===== src/rtl/jacc_pkg.sv =====
package jacc_pkg;
  // Control phases of the engine.
  typedef enum logic [1:0] {
    ST_IDLE  = 2'd0,  // no stream open, waiting for start
    ST_ACCUM = 2'd1,  // stream open, taking beats
    ST_DIV   = 2'd2   // last beat taken, ratio being formed
  } eng_state_e;
endpackage


===== src/rtl/popcnt_tree.sv =====
// Counts the ones in a power-of-two wide vector with a balanced adder tree.
// Nodes are heap-indexed: leaves sit at W..2W-1, node i sums nodes 2i and 2i+1.
module popcnt_tree #(
  parameter int W = 64
) (
  input  logic [W-1:0]       vec,
  output logic [$clog2(W):0] cnt
);
  localparam int CW = $clog2(W) + 1;

  logic [CW-1:0] node [1:2*W-1];

  for (genvar i = 0; i < W; i++) begin : g_leaf
    assign node[W+i] = CW'(vec[i]);
  end

  for (genvar i = 1; i < W; i++) begin : g_sum
    assign node[i] = node[2*i] + node[2*i+1];
  end

  assign cnt = node[1];
endmodule


===== src/rtl/pair_accum.sv =====
// Per-beat AND/OR popcounts and their running totals.
module pair_accum #(
  parameter int WORD_W = 64,
  parameter int ACC_W  = 32
) (
  input  logic              clk,
  input  logic              rst_n,
  input  logic              clear,
  input  logic              beat,
  input  logic [WORD_W-1:0] word_a,
  input  logic [WORD_W-1:0] word_b,
  output logic [ACC_W-1:0]  inter_tot,
  output logic [ACC_W-1:0]  union_tot
);
  localparam int PW = $clog2(WORD_W) + 1;

  logic [PW-1:0] pc_and, pc_or;

  popcnt_tree #(.W(WORD_W)) u_pc_and (.vec(word_a & word_b), .cnt(pc_and));
  popcnt_tree #(.W(WORD_W)) u_pc_or  (.vec(word_a | word_b), .cnt(pc_or));

  always_ff @(posedge clk) begin
    if (!rst_n || clear) begin
      inter_tot <= '0;
      union_tot <= '0;
    end else if (beat) begin
      inter_tot <= inter_tot + ACC_W'(pc_and);
      union_tot <= union_tot + ACC_W'(pc_or);
    end
  end
endmodule


===== src/rtl/frac_divider.sv =====
// Restoring divider: one quotient bit per cycle, Q_W cycles in all.
// Produces floor(num * 2^Q_W / den) for num < den. When num >= den it
// saturates to all ones, and when den == 0 it gives 0 with undef set.
module frac_divider #(
  parameter int NUM_W = 32,
  parameter int Q_W   = 16
) (
  input  logic             clk,
  input  logic             rst_n,
  input  logic             go,
  input  logic [NUM_W-1:0] num,
  input  logic [NUM_W-1:0] den,
  output logic             busy,
  output logic             fin,
  output logic [Q_W-1:0]   quot,
  output logic             undef
);
  localparam int CNT_W = $clog2(Q_W + 1);

  logic [NUM_W:0]   rem_q;
  logic [NUM_W-1:0] den_q;
  logic [Q_W-1:0]   q_q;
  logic [CNT_W-1:0] cnt_q;
  logic             sat_q, zero_q;

  logic [NUM_W:0] trial;
  logic           fits;

  assign trial = rem_q << 1;
  assign fits  = trial >= {1'b0, den_q};

  always_ff @(posedge clk) begin
    if (!rst_n) begin
      rem_q  <= '0;
      den_q  <= '0;
      q_q    <= '0;
      cnt_q  <= '0;
      sat_q  <= 1'b0;
      zero_q <= 1'b0;
      busy   <= 1'b0;
      fin    <= 1'b0;
    end else begin
      fin <= 1'b0;
      if (go && !busy) begin
        rem_q  <= {1'b0, num};
        den_q  <= den;
        q_q    <= '0;
        cnt_q  <= CNT_W'(Q_W);
        sat_q  <= (den != '0) && (num >= den);
        zero_q <= (den == '0);
        busy   <= 1'b1;
      end else if (busy) begin
        rem_q <= fits ? (trial - {1'b0, den_q}) : trial;
        q_q   <= {q_q[Q_W-2:0], fits};
        cnt_q <= cnt_q - CNT_W'(1);
        if (cnt_q == CNT_W'(1)) begin
          busy <= 1'b0;
          fin  <= 1'b1;
        end
      end
    end
  end

  assign quot  = zero_q ? '0 : (sat_q ? '1 : q_q);
  assign undef = zero_q;
endmodule


===== src/rtl/bitset_jaccard_engine.sv =====
module bitset_jaccard_engine
  import jacc_pkg::*;
#(
  parameter int WORD_W = 64,
  parameter int ACC_W  = 32,
  parameter int FRAC_W = 16
) (
  input  logic              clk,
  input  logic              rst_n,
  input  logic              start,
  input  logic              in_valid,
  output logic              in_ready,
  input  logic [WORD_W-1:0] in_a,
  input  logic [WORD_W-1:0] in_b,
  input  logic              in_last,
  output logic              done,
  output logic [ACC_W-1:0]  inter_cnt,
  output logic [ACC_W-1:0]  union_cnt,
  output logic [FRAC_W-1:0] ratio,
  output logic              undef
);
  eng_state_e state_q;

  logic              start_ok, beat, launch_q, dividing;
  logic              div_busy, div_fin, div_undef;
  logic [FRAC_W-1:0] div_quot;

  assign dividing = (state_q == ST_DIV);
  assign start_ok = start && !dividing;
  assign in_ready = (state_q == ST_ACCUM) && !start;
  assign beat     = in_valid && in_ready;

  always_ff @(posedge clk) begin
    if (!rst_n) begin
      state_q  <= ST_IDLE;
      launch_q <= 1'b0;
    end else begin
      launch_q <= beat && in_last;
      unique case (state_q)
        ST_IDLE:  if (start_ok) state_q <= ST_ACCUM;
        ST_ACCUM: if (start_ok) state_q <= ST_ACCUM;
                  else if (beat && in_last) state_q <= ST_DIV;
        ST_DIV:   if (div_fin) state_q <= ST_IDLE;
        default:  state_q <= ST_IDLE;
      endcase
    end
  end

  pair_accum #(.WORD_W(WORD_W), .ACC_W(ACC_W)) u_accum (
    .clk       (clk),
    .rst_n     (rst_n),
    .clear     (start_ok),
    .beat      (beat),
    .word_a    (in_a),
    .word_b    (in_b),
    .inter_tot (inter_cnt),
    .union_tot (union_cnt)
  );

  frac_divider #(.NUM_W(ACC_W), .Q_W(FRAC_W)) u_div (
    .clk   (clk),
    .rst_n (rst_n),
    .go    (launch_q),
    .num   (inter_cnt),
    .den   (union_cnt),
    .busy  (div_busy),
    .fin   (div_fin),
    .quot  (div_quot),
    .undef (div_undef)
  );

  always_ff @(posedge clk) begin
    if (!rst_n) begin
      done  <= 1'b0;
      ratio <= '0;
      undef <= 1'b0;
    end else begin
      done <= div_fin;
      if (div_fin) begin
        ratio <= div_quot;
        undef <= div_undef;
      end
    end
  end
endmodule


===== config.mk =====
export PLATFORM = sky130hd
export DESIGN_NAME = bitset_jaccard_engine
export DESIGN_NICKNAME = d
export VERILOG_FILES = /design/src/rtl/jacc_pkg.sv /design/src/rtl/popcnt_tree.sv /design/src/rtl/pair_accum.sv /design/src/rtl/frac_divider.sv /design/src/rtl/bitset_jaccard_engine.sv
export SDC_FILE = /design/constraint.sdc
export NUM_CORES = 1
export LEC_CHECK = 0
export ABC_CLOCK_PERIOD_IN_PS = 10100
export BUFFER_PORTS_ARGS = -buffer_cell sky130_fd_sc_hd__buf_2
export CAP_MARGIN = 10
export CORE_MARGIN = 1
export CORE_UTILIZATION = 55
export CTS_CLUSTER_DIAMETER = 100
export DETAILED_ROUTE_END_ITERATION = 8
export PLACE_DENSITY = 0.77
export SLEW_MARGIN = 10
export SYNTH_ARGS = -nofsm -noshare
export SYNTH_HDL_FRONTEND = slang
export SYNTH_HIERARCHICAL = 1
export SYNTH_SLANG_ARGS = --single-unit

===== constraint.sdc =====
create_clock -name clk -period 10.1 [get_ports clk]
set_input_delay 1.01 -clock clk [delete_from_list [all_inputs] [get_ports clk]]
set_output_delay 1.01 -clock clk [all_outputs]
set_load 0.01 [all_outputs]

==> summary.txt <==
Detailed routing
  – Remaining number of nets flagged by the antenna check after routing: 0
  – DRC violation count after routing: 0
  – Number of violations reported at the end of detailed-routing iteration 0: 1113
  – Final wirelength: 41000 um
  – Number of iterations in the first detailed-routing pass: 5
  – Wire per inst: 16.5 um
  – Via count of the routed design: 13.8k
  – Ratio of routed vias to standard cells: 5.56

Layout
  – Area grow syn2layout: 11.9%
  – Net total in the final layout: 2501
  – Share of cells above drive strength 1: 0.181
  – Total inserted antenna cells: 0

Timing
  – Unrepaired setup endpoints after global routing: no
  – Max-slew violation count: 0
  – Clock period minus worst slack: 8.35 ns
  – Setup TNS: 0 ns
  – Max Fclk: 120 MHz
  – Worst-margin pin slew: 1.00 ns
  – Total count of hold-check failures in the final report: 0
  – Post-route clock period utilization: 0.826
  – Final setup violating endpoints: 0
  – Headroom to the max-slew limit: 0.331
  – Final worst clock skew: 0.0149 ns

Synth
  – Count of cell types in the netlist: 80
  – Top area cells in the synthesized netlist: dfxtp_1 22%, fa_1 15%, ha_1 13%
  – Library cell with the largest summed area after synthesis: dfxtp_1
  – Area of the mapped netlist: 16100 sq um
  – Number of synthesized flops with an enable pin: 0
  – Per-instance average area after synthesis: 8.47 sq um
  – Async set or reset register ratio after synthesis: 0
  – Syn Inst Count: 1905
  – Most used flip-flop cell after synthesis: dfxtp_1
  – Number of register bits inferred by synthesis: 174
  – Area share of the largest cell type after synthesis: 0.216
  – Net count of the mapped netlist: 2323
  – Seq/Total Area, Yosys: 0.216
  – Synth warn: 6

Clocking
  – Later-pin clock latency in the skew report: 0.44 ns
  – Clock input transition at the sequential cells of the worst setup and hold paths: 0.07 ns
  – Number of buffers added by the clock tree synthesis step: 17
  – Master cell of the clock root buffer: clkbuf_16
  – PostCTS Resize Cnt: 0
  – TritonCTS clock tree: yes
  – Total number of clock tree sinks: 174
  – Setup Fix Bufs, Post-CTS: 0
  – Hold-fix buffers, CTS: 0
  – Maximum number of buffers from clock root to sink: 2
  – Maximum level of the CTS H-tree: 4

Floorplan
  – Number of ports placed on the die boundary: 216
  – Die H: 173 um
  – Initial cell density of the core: 0.561
  – Overall die width: 173 um
  – DIE AREA: 30000 sq um
  – Placement row count: 62
  – Total core area: 28800 sq um

Worst setup path
  – Start of the worst register-to-register path: u_div/den_q[15]
  – Type of destination of the critical path: register
  – Crit Path Category: in -> reg
  – Critical Path RT: 10.43 ns
  – Reg2reg end: u_div/rem_q[22]
  – Type of element launching the critical path: primary input
  – Slack of the worst reg-to-reg path: 6.75 ns
  – Biggest fanout along the worst timing path: 8
  – CP arrival: 8.67 ns
  – Logic depth of the worst register-to-register path: 12

Worst hold path
  – Worst-case hold path end point: u_div/den_q[8]
  – Worst min path class: reg -> reg
  – Worst hold path depth: 2
  – Source of the worst hold timing path: u_div/den_q[8]

Place
  – GP Congestion: 0.946
  – Count of port buffers added during placement: 215
  – Half-perimeter wire length after placement: 32700 um

Global routing
  – Aggregate global-route resource usage: 0.274
  – Wire length of the first global-routing pass: 66700 um
  – Overall overflow remaining after global route: 0
  – Via count of the first global-routing pass: 13.4k
  – Number of antenna violations at the first check in global routing: 0
  – Largest net degree at the start of global routing: 87

Job
  – Number of max-capacitance violations reported: 0

Status
  – Result of the run: finished clean
## critical path, cell delays in order
cell and delay [ns]:
buf_2 0.10, or2_2 0.30, fa_1 0.49, ha_1 0.20, ha_1 0.27, inv_1 0.05
fa_1 0.47, fa_1 0.55, fa_1 0.45, fa_1 0.51, inv_1 0.05, fa_1 0.46
fa_1 0.54, inv_1 0.06, fa_1 0.52, inv_1 0.04, ha_1 0.22, fa_1 0.40
a21o_1 0.19, a21oi_2 0.14, xnor2_1 0.08, ha_1 0.37, o211ai_1 0.15, o21ai_1 0.49
nand3_1 0.19, o21a_1 0.22, o21a_1 0.17
## flip-flops by register name (all words and copies together) (netlist names)
signal and flops:
state_q 2, ratio 16, u_div/undef 1, undef 1
u_div/rem_q 32, u_div/cnt_q 5, done 1, u_div/q_q 16
u_accum/union_tot 32, u_div/sat_q 1, launch_q 1, u_div/den_q 32
u_div/fin 1, u_div/busy 1, u_accum/inter_tot 32
## area by class of cell
class	count	area [sq um]
clock inverters	15	201
repair buffers	227	1170
clock buffers	17	425
well taps	384	480
inverters	266	998
flip-flops and latches	174	3480
multi-input cells	1397	11300
fillers	2442	10700
## kinds of logic after synthesis
kind of cell / after synthesis / synth area share
AND/OR/NAND/NOR: 615 / 0.197
XOR/XNOR: 86 / 0.0467
multiplexers: 80 / 0.0516
AO/OA/AOI/OAI: 331 / 0.127
flip-flops: 174 / 0.216
adder cells (fa/ha/maj): 285 / 0.277
buffers and inverters: 334 / 0.0842
## placed cells by master, fill, tap and decap left out, types with 11 or more instances in the layout
cell type  Yosys  final
inv_1        266    266
buf_2          7    215
dfxtp_1      174    173
ha_1         164    164
nor2_1       158    158
a21oi_1      130    130
nand2_1      127    127
fa_1         121    121
o21ai_0       74     74
and2_1        73     73
or2_2         65     65
mux2i_1       55     55
xnor2_1       46     46
nand4_1       40     40
xor2_1        40     40
nand3_1       30     30
mux2_2        25     25
nor2b_1       24     23
a21o_1        18     18
nor4_1        18     18
clkbuf_16      0     17
a211oi_1      16     16
o211ai_1      16     16
nor3_1        13     13
buf_4          3     12
and3_1        12     12
o21a_1        11     11
## worst max-delay path by stage
stage | startpoint | to | slack (ns)
final | in_b[12] | u_accum/union_tot[30] | 1.75
after global routing | in_b[12] | u_accum/union_tot[27] | 1.49
after CTS | in_b[12] | u_accum/union_tot[30] | 1.81
after detailed placement | in_b[12] | u_accum/union_tot[30] | 1.35
after global placement | in_b[12] | u_accum/union_tot[30] | 1.49
after floorplan | in_b[12] | u_accum/union_tot[30] | 1.92
## synth_stat cells (all sizes together) (3+ instances only)
master / number
nand2: 127
a31oi: 11
mux2: 25
or3: 10
a21oi: 133
buf: 23
and3b: 3
xor2: 40
xnor2: 46
or4: 3
mux2i: 55
inv: 266
nand3: 30
and2: 74
clkbuf: 45
nand4: 41
ha: 164
nor3: 14
o211a: 5
and3: 12
o21a: 11
o211ai: 18
o2111ai: 4
fa: 121
and4: 8
nor3b: 3
nor4: 18
o21ai: 83
dfxtp: 174
nor2: 158
nor4b: 3
or2: 65
o21bai: 6
nor2b: 24
a211o: 3
a221oi: 3
a211oi: 16
nand3b: 7
nand2b: 8
a21o: 21
## through the flow
stage	hold WS, ns	cells	utilization	worst slack, ns	instance area [sq um]
2_1_floorplan	0.434	1905	-	1.92	16100
3_3_place_gp	0.443	2448	0.606	1.49	17400
3_5_place_dp	0.448	2448	0.606	1.35	17400
4_1_cts	0.457	2480	0.627	1.81	18100
5_1_grt	0.476	2480	0.627	1.49	18100
6_report	0.457	2480	0.627	1.75	18100
## per-layer routing
metal | vias up | wire, um | track usage
met5 | - | 0 | 0
met4 | 0 | 1240 | 0.105
met3 | 71 | 2330 | 0.0338
met2 | 476 | 19600 | 0.464
met1 | 6527 | 17800 | 0.356
li1 | 6707 | - | -
Power is not shown: default switching activity piles up to over one toggle a cycle in this logic, so the estimate is an artifact.
